[src/rtl/mrb_pkg.sv]
package mrb_pkg;
  localparam int unsigned NIB_W  = 4;
  localparam int unsigned DIB_W  = 2;
  localparam int unsigned REP_10 = 10;

  typedef enum logic {
    RATE_10M  = 1'b0,
    RATE_100M = 1'b1
  } rate_e;
endpackage

[src/rtl/mrb_beat_cnt.sv]
module mrb_beat_cnt #(
  parameter int unsigned REP = mrb_pkg::REP_10
) (
  input  logic clk_i,
  input  logic rst_ni,
  input  logic speed_100_i,
  input  logic run_i,
  output logic first_o,
  output logic last_o
);
  localparam int unsigned CW = (REP > 1) ? $clog2(REP) : 1;

  logic [CW-1:0] cnt_q;

  assign first_o = (cnt_q == '0);
  assign last_o  = (mrb_pkg::rate_e'(speed_100_i) == mrb_pkg::RATE_100M) ||
                   (cnt_q == CW'(REP - 1));

  always_ff @(posedge clk_i or negedge rst_ni) begin
    if (!rst_ni)                cnt_q <= '0;
    else if (!run_i || last_o)  cnt_q <= '0;
    else                        cnt_q <= cnt_q + 1'b1;
  end
endmodule

[src/rtl/mrb_tx_pack.sv]
module mrb_tx_pack #(
  parameter int unsigned NIB_W = mrb_pkg::NIB_W,
  parameter int unsigned DIB_W = mrb_pkg::DIB_W,
  parameter int unsigned REP   = mrb_pkg::REP_10
) (
  input  logic             clk_i,
  input  logic             rst_ni,
  input  logic             speed_100_i,
  input  logic             tx_en_i,
  input  logic [DIB_W-1:0] txd_i,
  output logic [NIB_W-1:0] nib_o,
  output logic             nib_vld_o
);
  localparam int unsigned DPN = NIB_W / DIB_W;
  localparam int unsigned IW  = (DPN > 1) ? $clog2(DPN) : 1;

  logic             first;
  logic             last_unused;
  logic             sample;
  logic [IW-1:0]    idx_q;
  logic [NIB_W-1:0] sh_q;
  logic [NIB_W-1:0] nib_next;

  mrb_beat_cnt #(.REP(REP)) u_beat (
    .clk_i       (clk_i),
    .rst_ni      (rst_ni),
    .speed_100_i (speed_100_i),
    .run_i       (tx_en_i),
    .first_o     (first),
    .last_o      (last_unused)
  );

  // one sample per window: first clock after enable rise, then every REP
  assign sample = tx_en_i && first;

  always_comb begin
    nib_next = sh_q;
    nib_next[idx_q*DIB_W +: DIB_W] = txd_i;
  end

  always_ff @(posedge clk_i or negedge rst_ni) begin
    if (!rst_ni) begin
      idx_q     <= '0;
      sh_q      <= '0;
      nib_o     <= '0;
      nib_vld_o <= 1'b0;
    end else begin
      nib_vld_o <= 1'b0;
      if (!tx_en_i) begin
        idx_q <= '0;
      end else if (sample) begin
        if (idx_q == IW'(DPN - 1)) begin
          nib_o     <= nib_next;
          nib_vld_o <= 1'b1;
          idx_q     <= '0;
        end else begin
          sh_q  <= nib_next;
          idx_q <= idx_q + 1'b1;
        end
      end
    end
  end
endmodule

[src/rtl/mrb_rx_serial.sv]
module mrb_rx_serial #(
  parameter int unsigned NIB_W = mrb_pkg::NIB_W,
  parameter int unsigned DIB_W = mrb_pkg::DIB_W,
  parameter int unsigned REP   = mrb_pkg::REP_10
) (
  input  logic             clk_i,
  input  logic             rst_ni,
  input  logic             speed_100_i,
  input  logic [NIB_W-1:0] nib_i,
  input  logic             nib_dv_i,
  output logic             take_o,
  output logic             crs_dv_o,
  output logic [DIB_W-1:0] rxd_o
);
  localparam int unsigned DPN = NIB_W / DIB_W;
  localparam int unsigned IW  = (DPN > 1) ? $clog2(DPN) : 1;

  logic             crs_q;
  logic [IW-1:0]    idx_q;
  logic [NIB_W-1:0] sh_q;
  logic             first_unused;
  logic             beat_end;
  logic             last_dib;

  mrb_beat_cnt #(.REP(REP)) u_beat (
    .clk_i       (clk_i),
    .rst_ni      (rst_ni),
    .speed_100_i (speed_100_i),
    .run_i       (crs_q),
    .first_o     (first_unused),
    .last_o      (beat_end)
  );

  assign last_dib = (idx_q == IW'(DPN - 1));
  // accept when idle, or in the final clock of the final dibit
  assign take_o   = nib_dv_i && (!crs_q || (last_dib && beat_end));

  always_ff @(posedge clk_i or negedge rst_ni) begin
    if (!rst_ni) begin
      crs_q <= 1'b0;
      idx_q <= '0;
      sh_q  <= '0;
    end else if (take_o) begin
      sh_q  <= nib_i;
      idx_q <= '0;
      crs_q <= 1'b1;
    end else if (crs_q && beat_end) begin
      if (last_dib) crs_q <= 1'b0;
      else          idx_q <= idx_q + 1'b1;
    end
  end

  assign crs_dv_o = crs_q;
  assign rxd_o    = crs_q ? sh_q[idx_q*DIB_W +: DIB_W] : '0;
endmodule

[src/rtl/mii_rmii_bridge.sv]
module mii_rmii_bridge #(
  parameter int unsigned NIB_W = mrb_pkg::NIB_W,
  parameter int unsigned DIB_W = mrb_pkg::DIB_W,
  parameter int unsigned REP   = mrb_pkg::REP_10
) (
  input  logic             clk_i,
  input  logic             rst_ni,
  input  logic             speed_100_i,
  input  logic             rmii_tx_en_i,
  input  logic [DIB_W-1:0] rmii_txd_i,
  output logic [NIB_W-1:0] mii_txd_o,
  output logic             mii_tx_vld_o,
  input  logic [NIB_W-1:0] mii_rxd_i,
  input  logic             mii_rx_dv_i,
  output logic             mii_rx_take_o,
  output logic             rmii_crs_dv_o,
  output logic [DIB_W-1:0] rmii_rxd_o
);
  mrb_tx_pack #(.NIB_W(NIB_W), .DIB_W(DIB_W), .REP(REP)) u_tx (
    .clk_i       (clk_i),
    .rst_ni      (rst_ni),
    .speed_100_i (speed_100_i),
    .tx_en_i     (rmii_tx_en_i),
    .txd_i       (rmii_txd_i),
    .nib_o       (mii_txd_o),
    .nib_vld_o   (mii_tx_vld_o)
  );

  mrb_rx_serial #(.NIB_W(NIB_W), .DIB_W(DIB_W), .REP(REP)) u_rx (
    .clk_i       (clk_i),
    .rst_ni      (rst_ni),
    .speed_100_i (speed_100_i),
    .nib_i       (mii_rxd_i),
    .nib_dv_i    (mii_rx_dv_i),
    .take_o      (mii_rx_take_o),
    .crs_dv_o    (rmii_crs_dv_o),
    .rxd_o       (rmii_rxd_o)
  );
endmodule

[config.mk]
export PLATFORM = sky130hd
export DESIGN_NAME = mii_rmii_bridge
export DESIGN_NICKNAME = d
export VERILOG_FILES = /design/src/rtl/mrb_pkg.sv /design/src/rtl/mrb_beat_cnt.sv /design/src/rtl/mrb_tx_pack.sv /design/src/rtl/mrb_rx_serial.sv /design/src/rtl/mii_rmii_bridge.sv
export SDC_FILE = /design/constraint.sdc
export NUM_CORES = 1
export LEC_CHECK = 0
export BUFFER_PORTS_ARGS = -buffer_cell sky130_fd_sc_hd__buf_4
export CAP_MARGIN = 20
export CORE_MARGIN = 2
export CORE_UTILIZATION = 25
export CTS_CLUSTER_DIAMETER = 40
export DETAILED_ROUTE_END_ITERATION = 16
export GPL_ROUTABILITY_DRIVEN = 0
export HOLD_SLACK_MARGIN = 0.12
export PLACE_DENSITY_LB_ADDON = 0.1
export SETUP_SLACK_MARGIN = 0.15
export SYNTH_ARGS = -nofsm -noshare
export SYNTH_HDL_FRONTEND = slang
export SYNTH_SLANG_ARGS = --single-unit
[constraint.sdc]
create_clock -name clk_i -period 5.31 [get_ports clk_i]
set_clock_uncertainty 0.15 [all_clocks]
set_input_delay 0 -clock clk_i [delete_from_list [all_inputs] [get_ports clk_i]]
set_output_delay 0 -clock clk_i [all_outputs]
set_load 0.05 [all_outputs]
* Word-level counts from Yosys, hierarchy flattened
Index checks and enable logic that the tools add are counted.
** Storage, ports and cells
- Bits in registers :: 24
- Input port bits :: 11
- Output and inout bits :: 9
- Word-level logic and storage cells :: 54
** Operators by class
- $add $sub $neg :: 5
- Equality and inequality tests :: 3
- Shifts and indexed selects :: 3
- Multiplexer cells :: 16
- Bitwise operators :: 1
- Reduce and logical (&&, ||, !) cells :: 17
** Operator list (count)
- negator 2 -> 34 bit :: 1
- variable shift 2 x 34 -> 4 bit, first input constant :: 1
- variable part select 2 x 34 -> 4 bit :: 1
- 2-to-1 mux 1 bit :: 12
- adder 4 x 1 -> 4 bit, second input constant :: 2
- equality test 4 bit, second input constant :: 2
- 2-to-1 mux 4 bit :: 2
- AND reduction 3 bit :: 2
- logical OR 1 bit :: 5
- bitwise mux 4 bit :: 1
- logical AND 1 bit :: 4
- logical NOT 4 bit :: 1
- nonzero test 2 bit :: 2
- variable part select 4 x 3 -> 2 bit :: 1
- adder 1 bit, second input constant :: 2
- logical NOT 1 bit :: 2
- 2-to-1 mux 2 bit :: 1
- inequality test 2 x 1 -> 1 bit, second input constant :: 1
- AND reduction 2 bit :: 1
- NOT 1 bit :: 1

* Logic depth before layout (Yosys ltp)
- Depth in word-level cells :: 7
- Mapped depth :: 5
- Depth with buffers taken out :: 5

* Cells and area by module
Synthesis repeated with hierarchy kept, for this count alone.
** Second synthesis, totals
- Cells, all modules :: 92
- Area total of the unflattened synthesis :: 1061.0 µm²
** By module, submodules not included
- mrb_beat_cnt :: instances 2, cells an instance 21, area an instance 219.0 µm², seq. area each 100.1 µm²
- mrb_rx_serial :: instances 1, cells an instance 31, area an instance 319.1 µm², seq. area each 150.1 µm²
- mrb_tx_pack :: instances 1, cells an instance 19, area an instance 304.0 µm², seq. area each 200.2 µm²

* Worst setup path before layout
OpenSTA, ideal clock, no wires.
- Kind :: register to register
- Start point :: register u_rx.crs_q (netlist: u_rx.crs_dv_o)
- End point :: register u_rx.sh_q[0]
- Library setup time :: 0.125 ns
- Arrival time :: 1.473 ns
- Data required time :: 5.035 ns
- Setup slack :: 3.563 ns
- Stages on the path, launching flop included :: 4
- Buffers on the path :: 0
- Clock period less this slack :: 1.747 ns
- Cell sequence :: dfrtp_1 -> or2b_1 -> o211ai_4 -> mux2_2
** Between the ends
- Cells in the longest elaborated chain, start to end :: 3
** RTL lines
- start: declaration :: RTL line mrb_rx_serial.sv:18 : logic crs_q;
- start signal: assignment :: RTL line mrb_rx_serial.sv:40 : crs_q <= 1'b0;
- start signal: assignment :: RTL line mrb_rx_serial.sv:46 : crs_q <= 1'b1;
- start signal: assignment :: RTL line mrb_rx_serial.sv:48 : if (last_dib) crs_q <= 1'b0;
- logical NOT 1 bit :: RTL line mrb_rx_serial.sv:36 : assign take_o = nib_dv_i && (!crs_q || (last_dib && beat_end));
- logical OR 1 bit :: RTL line mrb_rx_serial.sv:36
- logical AND 1 bit :: RTL line mrb_rx_serial.sv:36
- end signal: assignment :: RTL line mrb_rx_serial.sv:44 : sh_q <= nib_i;
- end: declaration :: RTL line mrb_rx_serial.sv:20 : logic [NIB_W-1:0] sh_q;
No other way between the ends.
A chain may end at the register's enable or synchronous reset.

* Worst setup path in the final report
- Start point :: register u_rx.u_beat.cnt_q[1]
- End point :: register u_rx.crs_q (netlist: u_rx.crs_dv_o)
** Between the ends
- Cells in the longest elaborated chain, start to end :: 7
- Elaborated cells between the ends (all ways) :: 10
- Classes of those cells :: eq/ne: 1; mux: 1; reduce/logical: 8
** RTL lines
- start: declaration :: RTL line mrb_beat_cnt.sv:13 : logic [CW-1:0] cnt_q;
- start signal: assignment :: RTL line mrb_beat_cnt.sv:22 : else cnt_q <= cnt_q + 1'b1;
- equality test 4 bit (*) :: RTL line mrb_beat_cnt.sv:17 : (cnt_q == CW'(REP - 1));
- logical OR 1 bit (*) :: RTL line mrb_beat_cnt.sv:16 : assign last_o = (mrb_pkg::rate_e'(speed_100_i) == mrb_pkg::RATE_100M) ||
- logical AND 1 bit :: RTL line mrb_rx_serial.sv:36
- logical OR 1 bit :: RTL line mrb_rx_serial.sv:36
- logical AND 1 bit :: RTL line mrb_rx_serial.sv:36
- nonzero test 2 bit (no line)
- AND reduction 2 bit (no line)
Every way passes the cells marked *; elsewhere a longest branch is shown, timed or not.

==> results.toml <==
[clock_network]
path_clk_slew_ps = 80
cts_tree = "built"
h-tree-depth = 1
clockBufferDepth = 2
numCtsBuffers = 3
cts_num_sinks = 22
clk_latency_ps = 260
cts.hold.buffers_added = 12
cts_setup_buffers = 0
cts_resized = 0
root_buffer = "clkbuf_8"

[synth]
synth.net_count = 96
synth_area_um2 = 1000
avgSynthCellArea_um2 = 12.6
ys_types = 23
ys_warn_count = 0
netlist_instances = 80
ys_ff_latch = 22
seq_area_frac_synth_pct = 54.8

[timing]
relSlewSlack_pct = 67.3
setup_viol = 0
finalHoldViolCount = 0
finalCritPeriodShare_pct = 35.7
grt_setup_unrepaired = "false"
period_needed_ps = 1890
setup_tns_ps = 0
finalWorstSetupSlack_ps = 3420
finalMaxSlewViolations = 0
fmax_mhz = 528
worst_pin_slew_ps = 485

[detailed_routing]
drc_errors = 0
via_per_inst = 4.05
drtAntennaViolNets = 0
wl_mm = 1.81
wire_per_inst_um = 10.9
drtIter0Drc = 20
first_pass_iters = 4
vias = 672

[min_path]
hp-start = "u_rx.u_beat.cnt_q[0]"
hold_path_class = "flip-flop to flip-flop"
min_to = "u_rx.u_beat.cnt_q[0]"
min_path_cells = 1

[die]
start_util_pct = 25.5
core_um2 = 3940
io_pins = 20
num_rows = 23
die_area_um2 = 4540
die_h_um = 67.4
die_w_um = 67.4

[final_layout]
postLayoutCoreUtil_pct = 35.8
fillers = 383
most-common-layout-cells = "dfrtp_1 (22), buf_4 (19), dlygate4sd3_1 (12), nor2_1 (9)"
regArea_um2 = 551
drive_above_1_share_pct = 29.3
diodes = 0
final_common_cell = "dfrtp_1"
syn2layout_area_growth_pct = 40.3
stdcell_count = 166
nets = 133
multi_input_area_um2 = 432

[worst_setup_path]
reg2reg_slack_ps = 3420
r2r_start = "u_rx.u_beat.cnt_q[1]"
cp-start-kind = "flip-flop"
crit_arrival_ps = 1890
r2r_end = "u_rx.crs_dv_o"
worstPathMaxFanout = 5
ff2ff_path_depth = 6
end_kind = "flip-flop"
crit_type = "flip-flop to flip-flop"
worstPathRequired_ps = 5310

[place]
pre_cts_ws_ps = 3560
place_hpwl_mm = 1.30
placed_cells = 149
portBuffers = 19

[job]
maxCapViolCount = 0

[power]
p_per_area_nw_per_um2 = 425
totalPowerFinal_mw = 0.599
p_leak_nw = 0.658
vdd_drop_max_v = 0.000159

[global_routing]
grt_pass1_vias = 705
grt_pass1_wl_mm = 3.06
grt_max_degree = 23
grt_antenna_before_repair = 0
track_usage_pct = 9.10
grt-ovfl-total = 0

[status]
status = "completed"
## registers in the layout, summed over array words and instances, names as in the netlist
name	cells
u_rx.crs_dv_o	1
u_tx.u_beat.cnt_q	4
u_rx.sh_q	4
u_rx.idx_q	1
u_tx.idx_q	1
u_tx.nib_vld_o	1
u_tx.nib_o	4
u_rx.u_beat.cnt_q	4
u_tx.sh_q	2
## cells in the mapped netlist
master     count  area (µm²)
a21o_1         1        7.51
inv_1          6        22.5
o21ai_0        3        15.0
or2b_1         1        7.51
and2_1         1        6.26
xnor2_1        2        17.5
mux2_2         6        67.6
mux2_1         4        45.0
nor3b_1        1        7.51
xor2_1         3        26.3
mux2i_1        2        20.0
nand3_1        2        10.0
nor2b_1        4        25.0
nand2b_4       1        13.8
and3b_2        1        10.0
o211ai_4       1        21.3
or2_2          1        6.26
and4bb_1       1        12.5
nor2_1         9        33.8
nand2_1        2        7.51
dfrtp_1       22         551
ha_1           5        62.6
o2bb2ai_1      1        8.76
## per-layer routing
layer / up-vias / wire [µm] / GRT usage, %
met5: - / 0 / 0
met4: 0 / 19 / 3.06
met3: 2 / 61 / 2.17
met2: 12 / 829 / 15.1
met1: 319 / 894 / 11.6
li1: 339 / - / -
## worst max-delay path: stages (launching register included)
cell	delay (ps)
dfrtp_1	400
inv_1	60
ha_1	120
and3b_2	240
o21ai_0	90
a21o_1	180
dlygate4sd3_1	540
## how the worst max path moves through the flow
stage                               from            end  slack (ps)  depth (start not counted)
floorplan                  u_rx.crs_dv_o   u_rx.sh_q[0]        3560                          3
global placement    u_rx.u_beat.cnt_q[0]   u_rx.sh_q[3]        3590                          4
detailed placement  u_rx.u_beat.cnt_q[0]   u_rx.sh_q[1]        3560                          4
CTS                 u_rx.u_beat.cnt_q[1]  u_rx.crs_dv_o        3400                          6
global route        u_rx.u_beat.cnt_q[1]  u_rx.crs_dv_o        3310                          6
finish              u_rx.u_beat.cnt_q[1]  u_rx.crs_dv_o        3420                          6
## cell type report
type	instances	share of cell area [%]
clock buffer	4	3.90
inverter	6	1.60
multi-input combinational	52	30.6
sequential	22	39.0
tap	50	4.44
timing repair buffer	32	20.4
## logic make-up (layout without fill, tap and decap cells)
kind of cell / after synthesis / after routing / synth area share [%]
adders and majority gates: 5 / 5 / 6.23
AOI/OAI and AO/OA: 6 / 6 / 5.23
buffers and inverters: 6 / 42 / 2.24
and+or+nand+nor: 24 / 24 / 13.9
muxes: 12 / 12 / 13.2
DFF: 22 / 22 / 54.8
xor gates and xnor gates: 5 / 5 / 4.36
## where the power goes
part           total [mW]  switching (mW)  internal, mW
registers           0.239          0.0287         0.210
logic               0.240           0.144        0.0958
clock network       0.120          0.0544        0.0660
## per-stage QoR
step           hold slack, ps  cell area, µm²
6_report                  341            1410
5_1_grt                   360            1410
4_1_cts                   350            1390
3_5_place_dp             -234            1210
3_3_place_gp             -238            1210
2_1_floorplan            -446            1000
(Power assumes the default switching activity.)
